## src/rtl/gpio_bank_pkg.sv

```systemverilog
package gpio_bank_pkg;

   localparam int ATTR_W   = 3;
   localparam int ACC_W    = 2;
   localparam int ADDR_W   = ATTR_W + ACC_W;
   localparam int NUM_CFG  = 7;

   typedef enum logic [ATTR_W-1:0] {
      AT_OWN  = 3'd0,
      AT_OE   = 3'd1,
      AT_LVL  = 3'd2,
      AT_PULL = 3'd3,
      AT_FILT = 3'd4,
      AT_ODRN = 3'd5,
      AT_SELB = 3'd6,
      AT_PIN  = 3'd7
   } attr_e;

   typedef enum logic [ACC_W-1:0] {
      AC_SET  = 2'd0,
      AC_CLR  = 2'd1,
      AC_STAT = 2'd2,
      AC_RSV  = 2'd3
   } acc_e;

   // attributes whose reset state is all ones
   function automatic bit cfg_resets_high(int idx);
      return (idx == int'(AT_OWN)) || (idx == int'(AT_PULL));
   endfunction

endpackage

```

## src/rtl/gpio_sc_reg.sv

```systemverilog
// One configuration vector changed only by set and clear strobes.
module gpio_sc_reg #(
   parameter int W         = 32,
   parameter bit RST_HIGH  = 1'b0
) (
   input  logic         clk,
   input  logic         rst_n,
   input  logic         set_en,
   input  logic         clr_en,
   input  logic [W-1:0] mask,
   output logic [W-1:0] q
);

   localparam logic [W-1:0] RST_VAL = RST_HIGH ? {W{1'b1}} : {W{1'b0}};

   logic [W-1:0] nxt;

   always_comb begin
      nxt = q;
      if (set_en) nxt = nxt | mask;
      if (clr_en) nxt = nxt & ~mask;
   end

   always_ff @(posedge clk or negedge rst_n) begin
      if (!rst_n) q <= RST_VAL;
      else        q <= nxt;
   end

endmodule

```

## src/rtl/gpio_in_cond.sv

```systemverilog
// Pad input synchronizer plus an optional per-pin glitch filter.
module gpio_in_cond #(
   parameter int W           = 32,
   parameter int SYNC_STAGES = 2,
   parameter int FILT_DEPTH  = 3
) (
   input  logic         clk,
   input  logic         rst_n,
   input  logic [W-1:0] pad_in,
   input  logic [W-1:0] filt_en,
   output logic [W-1:0] sync_lvl,
   output logic [W-1:0] pin_lvl
);

   if (SYNC_STAGES < 2) begin : g_bad_sync
      $error("gpio_in_cond: SYNC_STAGES must be at least 2");
   end
   if (FILT_DEPTH < 1) begin : g_bad_filt
      $error("gpio_in_cond: FILT_DEPTH must be at least 1");
   end

   logic [W-1:0] stage_q [SYNC_STAGES];

   always_ff @(posedge clk or negedge rst_n) begin
      if (!rst_n) begin
         for (int s = 0; s < SYNC_STAGES; s++) stage_q[s] <= '0;
      end else begin
         stage_q[0] <= pad_in;
         for (int s = 1; s < SYNC_STAGES; s++) stage_q[s] <= stage_q[s-1];
      end
   end

   assign sync_lvl = stage_q[SYNC_STAGES-1];

   if (FILT_DEPTH > 1) begin : g_filter
      localparam int HIST = FILT_DEPTH - 1;

      logic [W-1:0] hist_q [HIST];
      logic [W-1:0] held_q;
      logic [W-1:0] all_hi;
      logic [W-1:0] all_lo;

      always_comb begin
         all_hi = sync_lvl;
         all_lo = ~sync_lvl;
         for (int h = 0; h < HIST; h++) begin
            all_hi = all_hi & hist_q[h];
            all_lo = all_lo & ~hist_q[h];
         end
      end

      always_ff @(posedge clk or negedge rst_n) begin
         if (!rst_n) begin
            for (int h = 0; h < HIST; h++) hist_q[h] <= '0;
            held_q <= '0;
         end else begin
            hist_q[0] <= sync_lvl;
            for (int h = 1; h < HIST; h++) hist_q[h] <= hist_q[h-1];
            held_q <= (held_q & ~all_lo) | all_hi;
         end
      end

      assign pin_lvl = (filt_en & held_q) | (~filt_en & sync_lvl);
   end else begin : g_nofilter
      logic [W-1:0] unused_en;
      assign unused_en = filt_en;
      assign pin_lvl   = sync_lvl;
   end

endmodule

```

## src/rtl/gpio_pad_mux.sv

```systemverilog
// Per-pin selection of the pad driver and open-drain conversion.
module gpio_pad_mux #(
   parameter int W = 32
) (
   input  logic [W-1:0] own,
   input  logic [W-1:0] selb,
   input  logic [W-1:0] lvl,
   input  logic [W-1:0] oe,
   input  logic [W-1:0] odrn,
   input  logic [W-1:0] fa_out,
   input  logic [W-1:0] fa_oe,
   input  logic [W-1:0] fb_out,
   input  logic [W-1:0] fb_oe,
   output logic [W-1:0] pad_out,
   output logic [W-1:0] pad_oe
);

   for (genvar p = 0; p < W; p++) begin : g_pin
      logic drv_v;
      logic drv_e;

      always_comb begin
         if (own[p]) begin
            drv_v = lvl[p];
            drv_e = oe[p];
         end else if (selb[p]) begin
            drv_v = fb_out[p];
            drv_e = fb_oe[p];
         end else begin
            drv_v = fa_out[p];
            drv_e = fa_oe[p];
         end
      end

      always_comb begin
         if (odrn[p]) begin
            pad_out[p] = 1'b0;
            pad_oe[p]  = drv_e & ~drv_v;
         end else begin
            pad_out[p] = drv_v;
            pad_oe[p]  = drv_e;
         end
      end
   end

endmodule

```

## src/rtl/gpio_bank.sv

```systemverilog
module gpio_bank
   import gpio_bank_pkg::*;
#(
   parameter int NUM_PINS    = 32,
   parameter int SYNC_STAGES = 2,
   parameter int FILT_DEPTH  = 3
) (
   input  logic                clk,
   input  logic                rst_n,
   input  logic [ADDR_W-1:0]   reg_addr,
   input  logic [NUM_PINS-1:0] reg_wdata,
   input  logic                reg_we,
   output logic [NUM_PINS-1:0] reg_rdata,
   input  logic [NUM_PINS-1:0] pad_in,
   output logic [NUM_PINS-1:0] pad_out,
   output logic [NUM_PINS-1:0] pad_oe,
   output logic [NUM_PINS-1:0] pad_pu,
   input  logic [NUM_PINS-1:0] fa_out,
   input  logic [NUM_PINS-1:0] fa_oe,
   input  logic [NUM_PINS-1:0] fb_out,
   input  logic [NUM_PINS-1:0] fb_oe,
   output logic [NUM_PINS-1:0] core_pin_in
);

   if (NUM_PINS < 1 || NUM_PINS > 32) begin : g_bad_width
      $error("gpio_bank: NUM_PINS must lie in 1..32");
   end

   attr_e acc_attr;
   acc_e  acc_kind;

   assign acc_attr = attr_e'(reg_addr[ADDR_W-1:ACC_W]);
   assign acc_kind = acc_e'(reg_addr[ACC_W-1:0]);

   logic [NUM_PINS-1:0] cfg_q [NUM_CFG];

   for (genvar k = 0; k < NUM_CFG; k++) begin : g_cfg
      logic hit;
      assign hit = reg_we && (int'(acc_attr) == k);

      gpio_sc_reg #(
         .W        (NUM_PINS),
         .RST_HIGH (cfg_resets_high(k))
      ) u_reg (
         .clk    (clk),
         .rst_n  (rst_n),
         .set_en (hit && (acc_kind == AC_SET)),
         .clr_en (hit && (acc_kind == AC_CLR)),
         .mask   (reg_wdata),
         .q      (cfg_q[k])
      );
   end

   logic [NUM_PINS-1:0] own_q, oe_q, lvl_q, pull_q, filt_q, odrn_q, selb_q;

   assign own_q  = cfg_q[int'(AT_OWN)];
   assign oe_q   = cfg_q[int'(AT_OE)];
   assign lvl_q  = cfg_q[int'(AT_LVL)];
   assign pull_q = cfg_q[int'(AT_PULL)];
   assign filt_q = cfg_q[int'(AT_FILT)];
   assign odrn_q = cfg_q[int'(AT_ODRN)];
   assign selb_q = cfg_q[int'(AT_SELB)];

   logic [NUM_PINS-1:0] sync_lvl;
   logic [NUM_PINS-1:0] pin_lvl;

   gpio_in_cond #(
      .W           (NUM_PINS),
      .SYNC_STAGES (SYNC_STAGES),
      .FILT_DEPTH  (FILT_DEPTH)
   ) u_in (
      .clk      (clk),
      .rst_n    (rst_n),
      .pad_in   (pad_in),
      .filt_en  (filt_q),
      .sync_lvl (sync_lvl),
      .pin_lvl  (pin_lvl)
   );

   gpio_pad_mux #(
      .W (NUM_PINS)
   ) u_mux (
      .own     (own_q),
      .selb    (selb_q),
      .lvl     (lvl_q),
      .oe      (oe_q),
      .odrn    (odrn_q),
      .fa_out  (fa_out),
      .fa_oe   (fa_oe),
      .fb_out  (fb_out),
      .fb_oe   (fb_oe),
      .pad_out (pad_out),
      .pad_oe  (pad_oe)
   );

   assign pad_pu      = pull_q;
   assign core_pin_in = pin_lvl;

   always_comb begin
      reg_rdata = '0;
      if (acc_kind == AC_STAT) begin
         if (acc_attr == AT_PIN) reg_rdata = pin_lvl;
         else                    reg_rdata = cfg_q[int'(acc_attr)];
      end
   end

endmodule

```

## config.mk

```make
export PLATFORM = sky130hd
export DESIGN_NAME = gpio_bank
export DESIGN_NICKNAME = d
export VERILOG_FILES = /design/src/rtl/gpio_bank_pkg.sv /design/src/rtl/gpio_sc_reg.sv /design/src/rtl/gpio_in_cond.sv /design/src/rtl/gpio_pad_mux.sv /design/src/rtl/gpio_bank.sv
export SDC_FILE = /design/constraint.sdc
export NUM_CORES = 1
export LEC_CHECK = 0
export BUFFER_PORTS_ARGS = -buffer_cell sky130_fd_sc_hd__buf_2
export CAP_MARGIN = 10
export CORE_MARGIN = 2
export CORE_UTILIZATION = 61
export CTS_BUF_LIST = sky130_fd_sc_hd__clkbuf_8
export DETAILED_ROUTE_END_ITERATION = 7
export GPL_ROUTABILITY_DRIVEN = 0
export PLACE_DENSITY = 0.93
export SETUP_SLACK_MARGIN = 0.02
export SLEW_MARGIN = 15
export SYNTH_ARGS = -nofsm -noshare
export SYNTH_HDL_FRONTEND = slang
export SYNTH_SLANG_ARGS = --single-unit
```

## constraint.sdc

```tcl
create_clock -name clk -period 3.6 [get_ports clk]
set_input_delay 0.54 -clock clk [delete_from_list [all_inputs] [get_ports clk]]
set_output_delay 0.54 -clock clk [all_outputs]
set_load 0.02 [all_outputs]
```

# --- After elaboration in Yosys (flattened, before gate mapping) ---
# Index checks and enable logic that the tools add are counted.
op_classes:
  order_cmp: 1
  eq_ne: 9
  muxes: 211
  n_bitwise: 94
  reduce_logical: 23
ops:
  columns: ["cell", "n"]
  rows:
  - ["$mux W32", 18]
  - ["$and A32 B32 Y32", 14]
  - ["$or A32 B32 Y32", 9]
  - ["$mux W1", 192]
  - ["$not A32 Y32", 6]
  - ["$bmux W32 S3", 1]
  - ["$and A1 B1 Y1", 32]
  - ["$ge A32 B4 Y1 const B", 1]
  - ["$not A1 Y1", 32]
  - ["$not A3 Y32", 1]
  - ["$logic_and A1 B1 Y1", 21]
  - ["$eq A3 B3 Y1 const B", 5]
  - ["$eq A3 B2 Y1 const B", 2]
  - ["$logic_not A3 Y1", 1]
  - ["$eq A2 B1 Y1 const B", 1]
  - ["$eq A2 B2 Y1 const B", 1]
  - ["$logic_not A2 Y1", 1]
totals:
  ff_bits: 384
  inputBits: 200
  wordCells: 350

# --- Longest topological paths before layout ---
# Gate-level depths: netlist of run 1.
logic_depth:
  depth_word: 6
  mapped_depth: 7

# --- Cells and area by module ---
# From an unflattened synthesis of run 1, not the netlist that was laid out.
unflattened:
  hier_cells: 1710
  hier_area_um2: 17883.4
modules_own_cells:
  columns: ["mod", "instances", "cells_per_inst", "area_each_um2", "seq_area_each_um2"]
  rows:
  - ["gpio_sc_reg (g_cfg[1].u_reg ...)", 5, 102, 1169.9, 800.8]
  - ["gpio_in_cond", 1, 381, 5143.7, 4003.8]
  - ["gpio_bank", 1, 391, 2628.8, 0.0]
  - ["gpio_sc_reg (g_cfg[0].u_reg ...)", 2, 102, 1209.9, 840.8]
  - ["gpio_pad_mux", 1, 224, 1841.8, 0.0]

# --- Least setup slack after synthesis of run 1 ---
# OpenSTA, ideal clock, no wires.
synth_path:
  path_kind: "input-to-output"
  startpoint: "input port reg_addr[3]"
  endpoint: "output port reg_rdata[30]"
  arrival_time_ns: 1.936
  setup_slack_ns: 1.124
  stages: 6
  path_buffers: 3
  path_cell_list: "clkbuf_1 -> buf_2 -> buf_2 -> mux2i_1 -> or2_2 -> a31oi_1"
synth_between:
  elab_chain_len: 6
  elab_cells_between_ends: 7
  cone_classes: "eq/ne: 1; mux: 5; bitwise: 1"
synth_rtl:
  columns: ["element", "line_no", "rtl"]
  rows:
  - ["from (decl)", "gpio_bank.sv:10", "input logic [ADDR_W-1:0] reg_addr,"]
  - ["$not A3 Y32 (implied by the code)", "gpio_bank.sv:103", "else reg_rdata = cfg_q[int'(acc_attr)];"]
  - ["$bmux W32 S3", "gpio_bank.sv:103", null]
  - ["$mux W32 (implied by the code) (2 in series)", "gpio_bank.sv:103", null]
  - ["$mux W32 (*)", "gpio_bank.sv:102", "if (acc_attr == AT_PIN) reg_rdata = pin_lvl;"]
  - ["$mux W32 (*)", "gpio_bank.sv:101", "if (acc_kind == AC_STAT) begin"]
  - ["to (decl)", "gpio_bank.sv:13", "output logic [NUM_PINS-1:0] reg_rdata,"]
# Mark *: on every way between the ends. The rest lies on a longest branch, timed or not. The select of a mux whose other input is x is not followed.

# --- Worst setup path in the final report of run 1 ---
layout_path:
  startpoint: "input port reg_addr[2]"
  endpoint: "output port reg_rdata[30]"
# Same word-level chain as after synthesis.

==> impl_metrics.ini, run 1 <==
[timing]
setup_tns_ps = 0
setup_viol = 0
skew_ps = 13.1
slew_violations = 0
period_share = 0.899
relSlewSlack = 0.299
hold_violations = 0
fin_crit_ps = 3240
max_freq_mhz = 309
grt_setup_unrepaired = false
tightest_slew_ps = 1050
layout_setup_ws_ps = 362

[clocking]
cts_max_path_buffers = 3
cts_hold_buf = 0
clk_pin_slew_ps = 70
h-tree-depth = 2
cts_tree = done
cts_sinks = 384
post_cts_buffers = 0
clk_latency_ps = 600
cts_resized = 0
cts_inserted_buffers = 58
root_buffer = clkbuf_8

[cells_and_area]
final_nets = 2200
fillCellCount = 1832
finalNonFillerCells = 2432
register_area_mm2 = 0.00969
multi_input_comb_area_mm2 = 0.00710
final_util = 0.754
drive_gt1_frac = 0.283
layout-area-overhead-vs-synth_pct = 21.4
design_area_mm2 = 0.0209

[synth]
syn_avg_cell_area_um2 = 10.5
synthCells = 1645
ys_ff_latch = 384
yosysWarningCount = 0
syn-cell-area_mm2 = 0.0172
ys_seq_area_frac = 0.562
yosysUniqueCellTypes = 27
syn_nets = 1845

[global_route]
track_usage = 0.373
antenna_found_initial = 5
grt_pass1_vias = 15700
grt_pass1_wl_um = 84300
grt_overflow = 0
grt_max_degree = 114

[floorplan]
start_util = 0.621
die_h_um = 172
row_count = 61
die_w_um = 172
die_area_mm2 = 0.0296
io_pins = 360
coreArea_mm2 = 0.0278

[routing]
totalWireLength_um = 55700
ant_nets = 0
drt-vias-per-instance = 6.56
dr.pass1.iters = 6
drt-wirelength-per-cell_um = 22.9
drtIter0Drc = 1950
via_count = 16000
drc = 0

[worst_setup_path]
arrival_ps = 2700
cp_data_required_time_ps = 3060
crit_path_start_kind = input port
reg2regPathDepth = 2
cp-end-kind = output pin
critical_path.max_fanout = 20
critPathKind = input port to output pin

[status]
run_status = finished clean

[power_and_ir_drop]
p_leak_nw = 9.82
ir_worst_vdd_v = 0.000341
cellPowerDensity_mw_per_mm2 = 592

[placement]
dpl.cell_count = 2318
placed_area_mm2 = 0.0197
pre_cts_slack_ps = 507
dp_hpwl_um = 36400
portBuffers = 359

[worst_hold_path]
hold_class = input port to async pin

[run]
drv_cap = 0
## critical path: stages
cell and delay (ps):
buf_2 490, nand2b_2 540, buf_4 350, or2_2 300
a31oi_1 220, buf_2 230
## through the flow
step | hold slack [ps] | total power [W]
after floorplan | 244 | 0.00733
after global placement | 333 | 0.00833
after detailed placement | 336 | 0.00847
after CTS | 20.9 | 0.0123
after global routing | 25.8 | 0.0129
final | 14.9 | 0.0124
## final cells by class
cell class              count  share of cell area
repair buffers            406               0.109
diodes                      5            0.000598
flip-flops and latches    384               0.463
inverters                  32             0.00574
clock inverters            38              0.0139
multi-input cells        1118               0.339
clock buffers              71              0.0467
well taps                 378              0.0226
## cells in the mapped netlist
| cell type | n | area share |
|---|---|---|
| dfrtp_1 | 320 | 0.46 |
| a21oi_1 | 225 | 0.065 |
| nand2_1 | 224 | 0.049 |
| a22o_1 | 162 | 0.082 |
| mux2i_1 | 160 | 0.093 |
| o21ai_0 | 128 | 0.037 |
| clkbuf_1 | 83 | 0.018 |
| nor2_1 | 75 | 0.016 |
| dfstp_2 | 64 | 0.098 |
| nor2b_1 | 33 | 0.012 |
| inv_1 | 32 | 0.0070 |
| o22ai_1 | 31 | 0.011 |
| a221oi_1 | 29 | 0.015 |
| o2bb2ai_1 | 29 | 0.015 |
| buf_2 | 25 | 0.0073 |
| nand2b_1 | 4 | 0.0015 |
| and2_1 | 3 | 0.0011 |
| buf_1 | 3 | 0.00065 |
| mux2_2 | 3 | 0.0020 |
| nor3_1 | 3 | 0.00087 |
| nand4bb_1 | 2 | 0.0013 |
| or2_2 | 2 | 0.00073 |
| a31oi_1 | 1 | 0.00036 |
| and3_1 | 1 | 0.00036 |
| nand4b_1 | 1 | 0.00051 |
| nor3_2 | 1 | 0.00058 |
| or4b_1 | 1 | 0.00058 |
## where the power goes
| group | internal [W] | switching [W] |
|---|---|---|
| clock | 0.00214 | 0.00173 |
| combinational | 0.00115 | 0.00155 |
| sequential | 0.00504 | 0.000777 |
## cell families (layout without fill, tap and decap cells)
| logic type | after synthesis | count (layout) | synth area share |
|---|---|---|---|
| compound gates | 605 | 605 | 0.226 |
| other cells | 0 | 5 | 0 |
| buf+inv | 143 | 547 | 0.0329 |
| flops | 384 | 384 | 0.562 |
| simple gates | 350 | 350 | 0.0845 |
| mux | 163 | 163 | 0.0948 |
## layer usage
layer / share of wire / up-vias / global-route usage / wire (um)
met3: 0.12 / 335 / 0.0909 / 6530
met5: 0 / - / 0 / 0
met1: 0.35 / 7627 / 0.467 / 19600
li1: - / 6697 / - / -
met4: 0.061 / 0 / 0.221 / 3390
met2: 0.47 / 1292 / 0.594 / 26200
## layout by cell type, fill, tap and decap left out, drive strengths merged, types with 5 or more instances in the layout
cell type	count
a22o	162
nand2	224
diode	5
nor2b	33
inv	55
mux2i	160
dfstp	64
clkinv	8
o21ai	128
clkbuf	71
o2bb2ai	29
o22ai	31
buf	406
bufinv	5
a21oi	225
dfrtp	320
a221oi	29
nor2	75
## final timing paths
path,start,end,slack (ps)
max,reg_addr[2],reg_rdata[30],360
min,rst_n,u_in.sync_lvl[31]$_DFF_PN0_,10
max reg2reg,u_in.g_filter.hist_q[38]$_DFF_PN0_,u_in.g_filter.held_q[6]$_DFF_PN0_,2600
min reg2reg,u_in.stage_q[57]$_DFF_PN0_,u_in.sync_lvl[25]$_DFF_PN0_,350
max in group asynchronous,rst_n,async pin,2600
min in group clk,pad_in[3],u_in.stage_q[35]$_DFF_PN0_,30
Power figures use the tool's default switching activity.
==> run 2: changes to the inputs <==
--- a/config.mk
+++ b/config.mk
@@ -6,15 +6,14 @@
 export NUM_CORES = 1
 export LEC_CHECK = 0
 export BUFFER_PORTS_ARGS = -buffer_cell sky130_fd_sc_hd__buf_2
-export CAP_MARGIN = 10
 export CORE_MARGIN = 2
-export CORE_UTILIZATION = 61
+export CORE_UTILIZATION = 25
 export CTS_BUF_LIST = sky130_fd_sc_hd__clkbuf_8
 export DETAILED_ROUTE_END_ITERATION = 7
 export GPL_ROUTABILITY_DRIVEN = 0
-export PLACE_DENSITY = 0.93
+export PLACE_DENSITY = 0.48
 export SETUP_SLACK_MARGIN = 0.02
-export SLEW_MARGIN = 15
+export SLEW_MARGIN = 10
 export SYNTH_ARGS = -nofsm -noshare
 export SYNTH_HDL_FRONTEND = slang
 export SYNTH_SLANG_ARGS = --single-unit
==> run 2 against run 1 <==
Net effect: flip-flop and latch count is the same; critical path depth is the same; first-iteration DRC count shrank 50%; cell count grew 23%; non-clock buffer count grew 43; largest power group unchanged; critical path type unchanged.
==> impl_metrics.ini, run 2 (same netlist as run 1, synthesis figures left out) <==
[status]
run_status = finished clean

[timing]
slew_violations = 0
whs_ps = 211
skew_ps = 29.0
fin_crit_ps = 3150
relSlewSlack = 0.392
setup_tns_ps = 0
period_share = 0.876
hold_violations = 0
max_freq_mhz = 317
tightest_slew_ps = 910
setup_viol = 0
grt_setup_unrepaired = false

[global_route]
antenna_found_initial = 5
grt_overflow = 0
grt_pass1_wl_um = 93200
grt_max_degree = 100
track_usage = 0.174
grt_pass1_vias = 15000

[routing]
drt-vias-per-instance = 4.91
via_count = 14700
drt-wirelength-per-cell_um = 20.8
drc = 0
totalWireLength_um = 62500
dr.pass1.iters = 5
drtIter0Drc = 966
ant_nets = 0

[floorplan]
die_h_um = 267
die_area_mm2 = 0.0711
row_count = 96
start_util = 0.252
io_pins = 360
coreArea_mm2 = 0.0685
die_w_um = 267

[cells_and_area]
final_cell_mix = buf_2, dfrtp_1, a21oi_1
drive_gt1_frac = 0.287
final_common_cell = buf_2
final_nets = 2259
fillCellCount = 7031
layout-area-overhead-vs-synth_pct = 28.6

[clocking]
post_cts_buffers = 0
h-tree-depth = 3
cts_max_path_buffers = 3
cts_inserted_buffers = 74
cts_tree = done
clk_pin_slew_ps = 60
root_buffer = clkbuf_8
cts_resized = 0
cts_hold_buf = 33
clk_latency_ps = 640
cts_sinks = 384

[worst_setup_path]
crit_path_start_kind = input port
critPathKind = input port to output pin
cp_data_required_time_ps = 3060
rrSetupSlack_ps = 2740
arrival_ps = 2610
reg2regPathDepth = 2
critical_path.max_fanout = 19
cp-end-kind = output pin

[worst_hold_path]
whs_path_depth = 2
hold_class = input port to flip-flop
worstHoldStart = reg_wdata[21]

[power_and_ir_drop]
cellPowerDensity_mw_per_mm2 = 582
ir_worst_vdd_v = 0.000265
p_leak_nw = 10.1

[run]
drv_cap = 0

[placement]
portBuffers = 359
dp_hpwl_um = 43200
[run 2: changes by cell type in the layout (fill, tap and decap cells not counted), sizes merged]
cell | before | now
inv | 55 | 61
buf | 406 | 416
bufinv | 5 | 4
clkinvlp | 2 | 1
clkinv | 8 | 11
diode | 5 | 2
dlygate4sd3 | 0 | 33
clkbuf | 71 | 87
[run 2: worst max-delay path by stage]
stage | start | to | slack (ps)
after floorplan | reg_addr[3] | reg_rdata[30] | 1120
final | reg_addr[4] | reg_rdata[1] | 450
after CTS | reg_addr[4] | reg_rdata[1] | 470
after global placement | reg_addr[4] | reg_rdata[13] | 510
after detailed placement | reg_addr[4] | reg_rdata[1] | 470
after global routing | reg_addr[4] | reg_rdata[12] | 350
[run 2: cell type report]
cell class / count / area (um^2) / share of cell area
sequential: 384 / 9690 / 0.437
clock buffer: 87 / 1200 / 0.0540
clock inverter: 45 / 297 / 0.0134
tap: 882 / 1100 / 0.0498
inverter: 32 / 120 / 0.00542
timing repair buffer: 449 / 2660 / 0.120
multi-input combinational: 1118 / 7100 / 0.320
antenna: 2 / 5.00 / 0.000226
[run 2: metal layers]
metal | track usage | wire [um] | part of all wire
met4 | 0.0638 | 1610 | 0.026
met2 | 0.283 | 29500 | 0.47
met5 | 0 | 24 | 0.00038
met3 | 0.0300 | 3220 | 0.052
met1 | 0.231 | 28100 | 0.45
[run 2: stage by stage]
step	worst slack [ps]	power (W)	std cells	instance area, um^2	utilization
3_3_place_gp	510	0.00853	2832	20300	0.297
5_1_grt	347	0.0136	2999	22200	0.324
3_5_place_dp	473	0.00857	2832	20300	0.297
6_report	447	0.0129	2999	22200	0.324
2_1_floorplan	1120	0.00733	1645	17200	-
4_1_cts	471	0.0131	2997	22200	0.324
[run 2: worst max-delay path, stage by stage]
cell and delay (ps):
buf_2 380, or2_2 770, o22ai_1 190, a221oi_1 330, nor2_1 160, buf_2 220
[run 2: report_power, final]
group          internal, W  switching [W]  total [W]  leakage (nW)
Sequential         0.00504       0.000755    0.00580          4.54
Combinational      0.00117        0.00154    0.00272          4.73
Clock              0.00248        0.00191    0.00439         0.879
==> run 3: changes to the inputs <==
==> constraint.sdc (replaced) <==
create_clock -name clk -period 3.4 [get_ports clk]
set_input_delay 0.51 -clock clk [delete_from_list [all_inputs] [get_ports clk]]
set_output_delay 0.51 -clock clk [all_outputs]
set_load 0.02 [all_outputs]
==> run 3 against run 2 <==
Net effect: die area stayed put; largest cell class unchanged; total power up 7.4%; routed wire length increased by 1.1%; setup slack better by 18 ps; cell count is 0.20% higher.
==> impl_metrics.ini, run 3 (same netlist as run 1, synthesis figures left out) <==
[worst_setup_path]
cp-end-kind = output pin
crit_start = reg_addr[4]
cp_num_cells = 6
critical_path.max_fanout = 15
cp_cell_sequence = buf_2 -> and3_2 -> buf_4 -> a221oi_1 -> nor2_1 -> buf_2
crit_top_cell = buf_2
crit_path_start_kind = input port
reg2regPathDepth = 2
cp_data_required_time_ps = 2890
cp_top_family = simple AND/OR/NAND/NOR gates
arrival_ps = 2430
slowest_delay_ps = 740
critPathKind = input port to output pin
slowest_stage = and3_2
cp_num_buf_inv = 3

[clocking]
clk_pin_slew_ps = 60
cts_inserted_buffers = 75
cts_resized = 0
root_buffer = clkbuf_8
cts_sinks = 384
h-tree-depth = 3
cts_tree = done
cts_max_path_buffers = 3
clk_latency_ps = 620
post_cts_buffers = 0

[floorplan]
io_pins = 360
die_area_mm2 = 0.0711
die_h_um = 267
start_util = 0.252
die_w_um = 267
row_count = 96
coreArea_mm2 = 0.0685

[cells_and_area]
drive_gt1_frac = 0.286
final_common_cell = buf_2
final_cell_mix = buf_2, dfrtp_1, a21oi_1
layout-area-overhead-vs-synth_pct = 29.2
final_nets = 2255
final_util = 0.325

[power_and_ir_drop]
seqPwrFrac = 0.442
ir_worst_vdd_v = 0.000225
combPwrFrac = 0.209
swShare = 0.326
p_sw_w = 0.00452
cellPowerDensity_mw_per_mm2 = 622
internal_power_w = 0.00935
clockPowerShare = 0.349
p_leak_nw = 10.2

[global_route]
track_usage = 0.175
grt_pass1_vias = 15000
grt_overflow = 0
antenna_found_initial = 7
grt_max_degree = 83
grt_pass1_wl_um = 93700

[timing]
period_share = 0.863
setup_tns_ps = 0
fin_crit_ps = 2940
max_freq_mhz = 341
tightest_slew_ps = 709
setup_viol = 0
relSlewSlack = 0.522
grt_setup_unrepaired = false
slew_violations = 0
hold_violations = 0
skew_ps = 21.9

[worst_hold_path]
worstHoldStart = reg_wdata[28]
whs_path_depth = 2
hold_class = input port to flip-flop

[routing]
totalWireLength_um = 63200
via_count = 14700
drtIter0Drc = 914
drt-vias-per-instance = 4.90
ant_nets = 0
drc = 0
dr.pass1.iters = 5
drt-wirelength-per-cell_um = 21.0

[placement]
portBuffers = 359
dp_hpwl_um = 43300

[status]
run_status = finished clean

[run]
drv_cap = 0
-- run 3: power by group through the flow --
stage / clock (W) / sequential (W) / combinational [W]
floorplan: 0 / 0.00597 / 0.00179
global placement: 0 / 0.00619 / 0.00285
detailed placement: 0 / 0.00620 / 0.00289
CTS: 0.00503 / 0.00613 / 0.00293
global route: 0.00522 / 0.00623 / 0.00318
finish: 0.00484 / 0.00614 / 0.00289
-- run 3: timing repair --
action | in CTS | in global routing
endpoints found under the hold margin | 93 | 0
setup endpoints to repair | 0 | 0
hold buffers | 33 | 0
-- run 3: worst register-to-register path: stages (launching register included) --
cell and delay [ps]:
dfstp_2 590, a21oi_1 60, a21oi_1 140
-- run 3: metrics by stage --
step,total power (W),hold slack (ps),area (um^2),cells,worst slack [ps]
after floorplan,0.00777,214,17200,1645,984
after global placement,0.00904,332,20400,2827,493
after detailed placement,0.00909,335,20400,2827,434
after CTS,0.0141,95.8,22300,2999,438
after global routing,0.0146,143,22300,3003,340
final,0.0139,191,22300,3005,464
-- run 3: per-layer routing --
layer	GRT usage	vias to the layer above	routed length (um)
met5	0	-	16
met4	0.0703	2	1940
met3	0.0349	117	4010
met2	0.283	527	29700
met1	0.231	7268	27500
li1	-	6811	-
-- run 3: final timing paths --
| path | end | slack (ps) |
|---|---|---|
| max in group asynchronous | async pin | 1870 |
| hold reg to reg | u_in.sync_lvl[14]$_DFF_PN0_ | 340 |
| setup / recovery | reg_rdata[22] | 460 |
| min in group asynchronous | u_in.stage_q[35]$_DFF_PN0_ | 480 |
| hold / removal | flip-flop | 190 |
| setup reg to reg | flip-flop | 2530 |
-- run 3: layout make-up --
type                            instances  area [um^2]
Fill cell                            7095        46200
Sequential cell                       384         9690
Multi-Input combinational cell       1118         7100
Timing Repair Buffer                  444         2670
Clock buffer                           96         1320
Tap cell                              882         1100
Clock inverter                         43          265
Inverter                               32          120
Antenna cell                            6         15.0
